<file path="src/rtl/fir_mac_pkg.sv">
package fir_mac_pkg;

  localparam int DW   = 24;
  localparam int EXTW = 8;
  localparam int ACCW = EXTW + 2 * DW;

  typedef enum logic [2:0] {
    ST_IDLE,
    ST_LOAD,
    ST_LOOP,
    ST_LAST,
    ST_EMIT
  } fir_state_e;

  // Fractional product: signed 48-bit product, one left shift, into accumulator width.
  function automatic logic [ACCW-1:0] frac_mul(input logic [DW-1:0] a, input logic [DW-1:0] b);
    logic [2*DW-1:0] p;
    p = {{DW{a[DW-1]}}, a} * {{DW{b[DW-1]}}, b};
    return {{(ACCW-2*DW-1){p[2*DW-1]}}, p, 1'b0};
  endfunction

  // Add half a high-word LSB, then drop the low word.
  function automatic logic [ACCW-1:0] round_acc(input logic [ACCW-1:0] a);
    logic [ACCW-1:0] t;
    t = a + (ACCW'(1) << (DW - 1));
    return {t[ACCW-1:DW], {DW{1'b0}}};
  endfunction

  // Clamp the high word when the guard bits disagree with its sign.
  function automatic logic [DW-1:0] sat_high(input logic [ACCW-1:0] a);
    logic [ACCW-2*DW:0] top;
    top = a[ACCW-1:2*DW-1];
    if (&top || ~|top) return a[2*DW-1:DW];
    else if (a[ACCW-1]) return {1'b1, {(DW-1){1'b0}}};
    else return {1'b0, {(DW-1){1'b1}}};
  endfunction

endpackage

</file>
<file path="src/rtl/fir_tap_mem.sv">
module fir_tap_mem #(
  parameter int DEPTH = 8,
  parameter int WIDTH = 24,
  localparam int AW = (DEPTH > 1) ? $clog2(DEPTH) : 1
) (
  input  logic             clk,
  input  logic             rst_n,
  input  logic             we,
  input  logic [AW-1:0]    waddr,
  input  logic [WIDTH-1:0] wdata,
  input  logic [AW-1:0]    raddr,
  output logic [WIDTH-1:0] rdata
);

  logic [WIDTH-1:0] cell_q [DEPTH];

  always_ff @(posedge clk or negedge rst_n) begin
    if (!rst_n) begin
      for (int i = 0; i < DEPTH; i++) cell_q[i] <= '0;
    end else if (we) begin
      cell_q[waddr] <= wdata;
    end
  end

  assign rdata = cell_q[raddr];

endmodule

</file>
<file path="src/rtl/fir_ring_ptr.sv">
module fir_ring_ptr #(
  parameter int DEPTH = 8,
  localparam int AW = (DEPTH > 1) ? $clog2(DEPTH) : 1
) (
  input  logic          clk,
  input  logic          rst_n,
  input  logic          clr,
  input  logic          inc,
  input  logic          dec,
  output logic [AW-1:0] ptr
);

  localparam logic [AW-1:0] MODV = AW'(DEPTH - 1);

  logic [AW-1:0] ptr_q;

  always_ff @(posedge clk or negedge rst_n) begin
    if (!rst_n)   ptr_q <= '0;
    else if (clr) ptr_q <= '0;
    else if (inc) ptr_q <= (ptr_q == MODV) ? '0 : ptr_q + AW'(1);
    else if (dec) ptr_q <= (ptr_q == '0) ? MODV : ptr_q - AW'(1);
  end

  assign ptr = ptr_q;

endmodule

</file>
<file path="src/rtl/fir_mac_unit.sv">
module fir_mac_unit
  import fir_mac_pkg::*;
(
  input  logic            clk,
  input  logic            rst_n,
  input  logic            clr,
  input  logic            load_ops,
  input  logic [DW-1:0]   x_in,
  input  logic [DW-1:0]   y_in,
  input  logic            acc_en,
  input  logic            rnd_en,
  output logic [ACCW-1:0] acc
);

  logic [DW-1:0]   x_q, y_q;
  logic [ACCW-1:0] acc_q;
  logic [ACCW-1:0] sum;

  assign sum = acc_q + frac_mul(x_q, y_q);

  always_ff @(posedge clk or negedge rst_n) begin
    if (!rst_n) begin
      x_q   <= '0;
      y_q   <= '0;
      acc_q <= '0;
    end else begin
      if (clr)         acc_q <= '0;
      else if (acc_en) acc_q <= rnd_en ? round_acc(sum) : sum;
      if (load_ops) begin
        x_q <= x_in;
        y_q <= y_in;
      end
    end
  end

  assign acc = acc_q;

endmodule

</file>
<file path="src/rtl/fir_seq.sv">
module fir_seq
  import fir_mac_pkg::*;
#(
  parameter int TAPS = 8
) (
  input  logic clk,
  input  logic rst_n,
  input  logic start,
  output logic accept,
  output logic fetch,
  output logic loop_mac,
  output logic final_mac,
  output logic emit,
  output logic busy
);

  localparam int CW = (TAPS > 2) ? $clog2(TAPS) : 1;

  fir_state_e    st_q, st_d;
  logic [CW-1:0] cnt_q;

  assign busy      = (st_q != ST_IDLE);
  assign accept    = start && !busy;
  assign fetch     = (st_q == ST_LOAD) || (st_q == ST_LOOP);
  assign loop_mac  = (st_q == ST_LOOP);
  assign final_mac = (st_q == ST_LAST);
  assign emit      = (st_q == ST_EMIT);

  always_comb begin
    st_d = st_q;
    unique case (st_q)
      ST_IDLE: if (start) st_d = ST_LOAD;
      ST_LOAD: st_d = ST_LOOP;
      ST_LOOP: if (cnt_q == '0) st_d = ST_LAST;
      ST_LAST: st_d = ST_EMIT;
      ST_EMIT: st_d = ST_IDLE;
      default: st_d = ST_IDLE;
    endcase
  end

  always_ff @(posedge clk or negedge rst_n) begin
    if (!rst_n) begin
      st_q  <= ST_IDLE;
      cnt_q <= '0;
    end else begin
      st_q <= st_d;
      if (st_q == ST_LOAD)      cnt_q <= CW'(TAPS - 2);
      else if (st_q == ST_LOOP) cnt_q <= cnt_q - CW'(1);
    end
  end

endmodule

</file>
<file path="src/rtl/fir_mac_engine.sv">
module fir_mac_engine
  import fir_mac_pkg::*;
#(
  parameter int TAPS = 8,
  localparam int AW = (TAPS > 1) ? $clog2(TAPS) : 1
) (
  input  logic          clk,
  input  logic          rst_n,
  input  logic          start,
  input  logic [DW-1:0] sample_in,
  input  logic          coef_we,
  input  logic [AW-1:0] coef_addr,
  input  logic [DW-1:0] coef_wdata,
  output logic          busy,
  output logic          done,
  output logic [DW-1:0] result
);

  // Named internal events, also observed by the bound checker.
  logic            accept;
  logic            fetch;
  logic            loop_mac;
  logic            final_mac;
  logic            emit;
  logic [AW-1:0]   samp_ptr;
  logic [AW-1:0]   coef_ptr;
  logic [DW-1:0]   samp_rd;
  logic [DW-1:0]   coef_rd;
  logic [ACCW-1:0] acc;
  logic            coef_wr_ok;

  logic            done_q;
  logic [DW-1:0]   result_q;

  assign coef_wr_ok = coef_we && !busy;

  fir_seq #(.TAPS(TAPS)) u_seq (
    .clk       (clk),
    .rst_n     (rst_n),
    .start     (start),
    .accept    (accept),
    .fetch     (fetch),
    .loop_mac  (loop_mac),
    .final_mac (final_mac),
    .emit      (emit),
    .busy      (busy)
  );

  fir_ring_ptr #(.DEPTH(TAPS)) u_samp_ptr (
    .clk   (clk),
    .rst_n (rst_n),
    .clr   (1'b0),
    .inc   (fetch),
    .dec   (final_mac),
    .ptr   (samp_ptr)
  );

  fir_ring_ptr #(.DEPTH(TAPS)) u_coef_ptr (
    .clk   (clk),
    .rst_n (rst_n),
    .clr   (accept),
    .inc   (fetch),
    .dec   (1'b0),
    .ptr   (coef_ptr)
  );

  fir_tap_mem #(.DEPTH(TAPS), .WIDTH(DW)) u_samp_mem (
    .clk   (clk),
    .rst_n (rst_n),
    .we    (accept),
    .waddr (samp_ptr),
    .wdata (sample_in),
    .raddr (samp_ptr),
    .rdata (samp_rd)
  );

  fir_tap_mem #(.DEPTH(TAPS), .WIDTH(DW)) u_coef_mem (
    .clk   (clk),
    .rst_n (rst_n),
    .we    (coef_wr_ok),
    .waddr (coef_addr),
    .wdata (coef_wdata),
    .raddr (coef_ptr),
    .rdata (coef_rd)
  );

  fir_mac_unit u_mac (
    .clk      (clk),
    .rst_n    (rst_n),
    .clr      (accept),
    .load_ops (fetch),
    .x_in     (samp_rd),
    .y_in     (coef_rd),
    .acc_en   (loop_mac || final_mac),
    .rnd_en   (final_mac),
    .acc      (acc)
  );

  always_ff @(posedge clk or negedge rst_n) begin
    if (!rst_n) begin
      done_q   <= 1'b0;
      result_q <= '0;
    end else begin
      done_q <= emit;
      if (emit) result_q <= sat_high(acc);
    end
  end

  assign done   = done_q;
  assign result = result_q;

endmodule

</file>
<file path="config.mk">
export PLATFORM = sky130hd
export DESIGN_NAME = fir_mac_engine
export DESIGN_NICKNAME = d
export VERILOG_FILES = /design/src/rtl/fir_mac_pkg.sv /design/src/rtl/fir_tap_mem.sv /design/src/rtl/fir_ring_ptr.sv /design/src/rtl/fir_mac_unit.sv /design/src/rtl/fir_seq.sv /design/src/rtl/fir_mac_engine.sv
export SDC_FILE = /design/constraint.sdc
export NUM_CORES = 2
export LEC_CHECK = 0
export BUFFER_PORTS_ARGS = -buffer_cell sky130_fd_sc_hd__buf_2
export CORE_ASPECT_RATIO = 0.5
export CORE_MARGIN = 2
export CORE_UTILIZATION = 53
export CTS_CLUSTER_SIZE = 28
export DETAILED_ROUTE_END_ITERATION = 12
export MAX_ROUTING_LAYER = met4
export PLACE_DENSITY_LB_ADDON = 0.15
export SETUP_SLACK_MARGIN = 0.05
export SYNTH_ARGS = -nofsm -noshare
export SYNTH_HDL_FRONTEND = slang
export SYNTH_SLANG_ARGS = --single-unit
export TNS_END_PERCENT = 10
</file>
<file path="constraint.sdc">
create_clock -name clk -period 19.1 [get_ports clk]
set_input_delay 0.955 -clock clk [delete_from_list [all_inputs] [get_ports clk]]
set_output_delay 0.955 -clock clk [all_outputs]
set_load 0.02 [all_outputs]
</file>
==> results_dict.tcl <==
set metrics [dict create \
    synth_top_area_frac 0.279 \
    critPathSlowestCell "dfrtp_1" \
    rsz0062_at_grt "false" \
    postSynthCellCount 4432 \
    die_w_um 425 \
    yosysWarnings 0 \
    yosysMostFrequentCell "inv_1" \
    synth-main-ff-cell "dfrtp_1" \
    initial_core_util 0.534 \
    core.rowCount 77 \
    ys_async_sr_fraction 1.00 \
    drt_wl_total_mm 124 \
    root_buffer "clkbuf_16" \
    drv_slew 0 \
    die_area_um2 91300 \
    avgViaCountPerCell 5.76 \
    dr.pass1.iters 5 \
    worstPathMaxFanout 25 \
    yosys_register_bits 524 \
    grt_pass1_wl_mm 198 \
    holdCritPathClass "in2async" \
    path_common_cell "fa_1" \
    clock_path_buffers 3 \
    ys_types 91 \
    drc 0 \
    cpPeakStageDelay_ps 1140 \
    cts_made_buffers 49 \
    setup-violations-final 0 \
    period_share 0.620 \
    crit_path_end_kind "flop" \
    first_global_vias 34200 \
    io_pins 81 \
    synth_area_per_cell_um2 10.6 \
    drtIter0Drc 2684 \
    finalClockSkew_ps 62.9 \
    synthesis.nets 5294 \
    ctsResizeCount 0 \
    portBuffers 80 \
    layout_setup_ws_ps 7260 \
    h-tree-depth 2 \
    hold_buffers 0 \
    grtUsageTotal 0.287 \
    drive_gt1_frac 0.162 \
    synth_area_leader_cell "dfrtp_1" \
    antenna_found_initial 9 \
    setup_tns_ps 0 \
    post_cts_buffers 0 \
    syn_area_um2 47000 \
    fin_nets 5265 \
    cp-start-kind "flop" \
    clock.fmax_mhz 84.5 \
    cts_sinks 524 \
    grt_overflow 0 \
    tritoncts "built" \
    dp_hpwl_mm 89.5 \
    grt_max_degree 205 \
    yosysSeqAreaShare 0.279 \
    synth_edf_count 0 \
    hold_violations 0 \
    clk_pin_slew_worst_paths_ps 90 \
    core_um2 88200 \
    vias 32500 \
    arrival_ps 12330 \
    cp_data_required_time_ps 19590 \
    synth_commonest_cells "618 x inv_1, 608 x fa_1, 524 x dfrtp_1" \
    areaGrowthSynthToFinish_pct 7.35 \
    routedWlPerCell_um 22.0 \
    worst_pin_slew_ps 1220 \
    slew_headroom 0.185 \
    cap_violations 0 \
    insertion_delay_ps 660 \
    period_needed_ps 11840 \
    die_h_um 215 \
    synthTopCellsByArea "dfrtp_1 28%, fa_1 26%, mux2_2 9.3%" \
    gp_congestion 0.976 \
    path_class "reg2reg" \
    pre_cts_ws_ps 7450 \
    outcome "finished clean" \
    ant_nets 0 \
]
==> layout by cell type, fill, tap and decap left out, types with 32 or more instances in the layout <==
cell       synthesis  routed
a21o_1            57      57
a21oi_1          130     130
a221oi_1          53      53
a22o_1            56      56
a31oi_1           53      53
and2_1           276     275
buf_2              0      79
buf_4              1      57
clkbuf_16          0      49
dfrtp_1          524     522
fa_1             608     608
ha_1             199     199
inv_1            618     618
mux2_2           388     388
mux4_2            48      48
nand2_1          422     421
nand3_1           46      46
nor2_1           186     181
nor3_1            41      32
o21ai_0          121     121
xnor2_1           75      75
xor2_1            43      43
==> logic make-up (layout without fill, tap and decap cells) <==
| group | after synthesis | count (layout) | synth area share |
|---|---|---|---|
| other | 0 | 10 | 0 |
| adders and majority gates | 807 | 807 | 0.312 |
| and+or+nand+nor | 1086 | 1086 | 0.113 |
| buffers and inverters | 840 | 852 | 0.0673 |
| muxes | 463 | 463 | 0.122 |
| AOI/OAI and AO/OA | 591 | 591 | 0.0842 |
| xor gates and xnor gates | 121 | 121 | 0.0232 |
| DFF | 524 | 524 | 0.279 |
==> registers in the layout, indices dropped and copies added, names as in the netlist <==
signal	cells
u_samp_ptr.ptr	3
done	1
u_coef_mem.cell_q	192
u_seq.st_q	3
u_samp_mem.cell_q	192
u_seq.cnt_q	3
result	24
u_coef_ptr.ptr	3
u_mac.x_q	24
u_mac.acc	55
u_mac.y_q	24
==> final cells by class <==
type / count / area [um2]
diodes: 10 / 25.0
flip-flops and latches: 524 / 13100
clock buffers: 67 / 1400
multi-input cells: 3068 / 30900
inverters: 620 / 2330
repair buffers: 140 / 898
well taps: 1185 / 1480
fillers: 7498 / 37700
clock inverters: 25 / 384
==> critical path: cells and delay by family (launching register included) <==
| kind | cells | cell delay [ps] |
|---|---|---|
| and+or+nand+nor | 8 | 1770 |
| xor gates and xnor gates | 2 | 460 |
| adders and majority gates | 9 | 4230 |
| AOI/OAI and AO/OA | 16 | 3760 |
| buffers and inverters | 5 | 280 |
| DFF | 1 | 1140 |
==> routing by layer <==
| layer | global-route usage | vias to the layer above | part of all wire |
|---|---|---|---|
| met4 | 0.0499 | 0 | 0.016 |
| met1 | 0.427 | 16800 | 0.48 |
| li1 | - | 14400 | - |
| met2 | 0.411 | 1057 | 0.43 |
| met3 | 0.0612 | 139 | 0.078 |
| met5 | - | - | 0 |
==> per-stage QoR <==
| stage | hold WS (ps) | std cells | area (um2) | utilization |
|---|---|---|---|---|
| final | 274 | 5639 | 50500 | 0.573 |
| after global routing | 299 | 5639 | 50500 | 0.573 |
| after CTS | 256 | 5629 | 50500 | 0.572 |
| after detailed placement | 481 | 5537 | 48700 | 0.552 |
| after global placement | 467 | 5537 | 48700 | 0.552 |
| after floorplan | 455 | 4432 | 47000 | - |
==> final timing paths <==
check                                          start                       endpoint  slack, ps  depth (start not counted)
max                        u_mac.y_q[15]$_DFFE_PN0N_      u_mac.acc[55]$_DFFE_PN0P_       7260                         40
min                                            rst_n      u_mac.acc[43]$_DFFE_PN0P_        270                          1
min reg2reg                u_mac.acc[19]$_DFFE_PN0P_      u_mac.acc[19]$_DFFE_PN0P_        490                          2
max in group asynchronous                      rst_n  u_coef_ptr.ptr[0]$_DFFE_PN0P_      16330                          3
max reg2reg                u_mac.y_q[15]$_DFFE_PN0N_      u_mac.acc[55]$_DFFE_PN0P_       7260                         40
min in group clk           u_mac.acc[19]$_DFFE_PN0P_      u_mac.acc[19]$_DFFE_PN0P_        490                          2
Power is not shown: default switching activity piles up to over one toggle a cycle in this logic, so the estimate is an artifact.
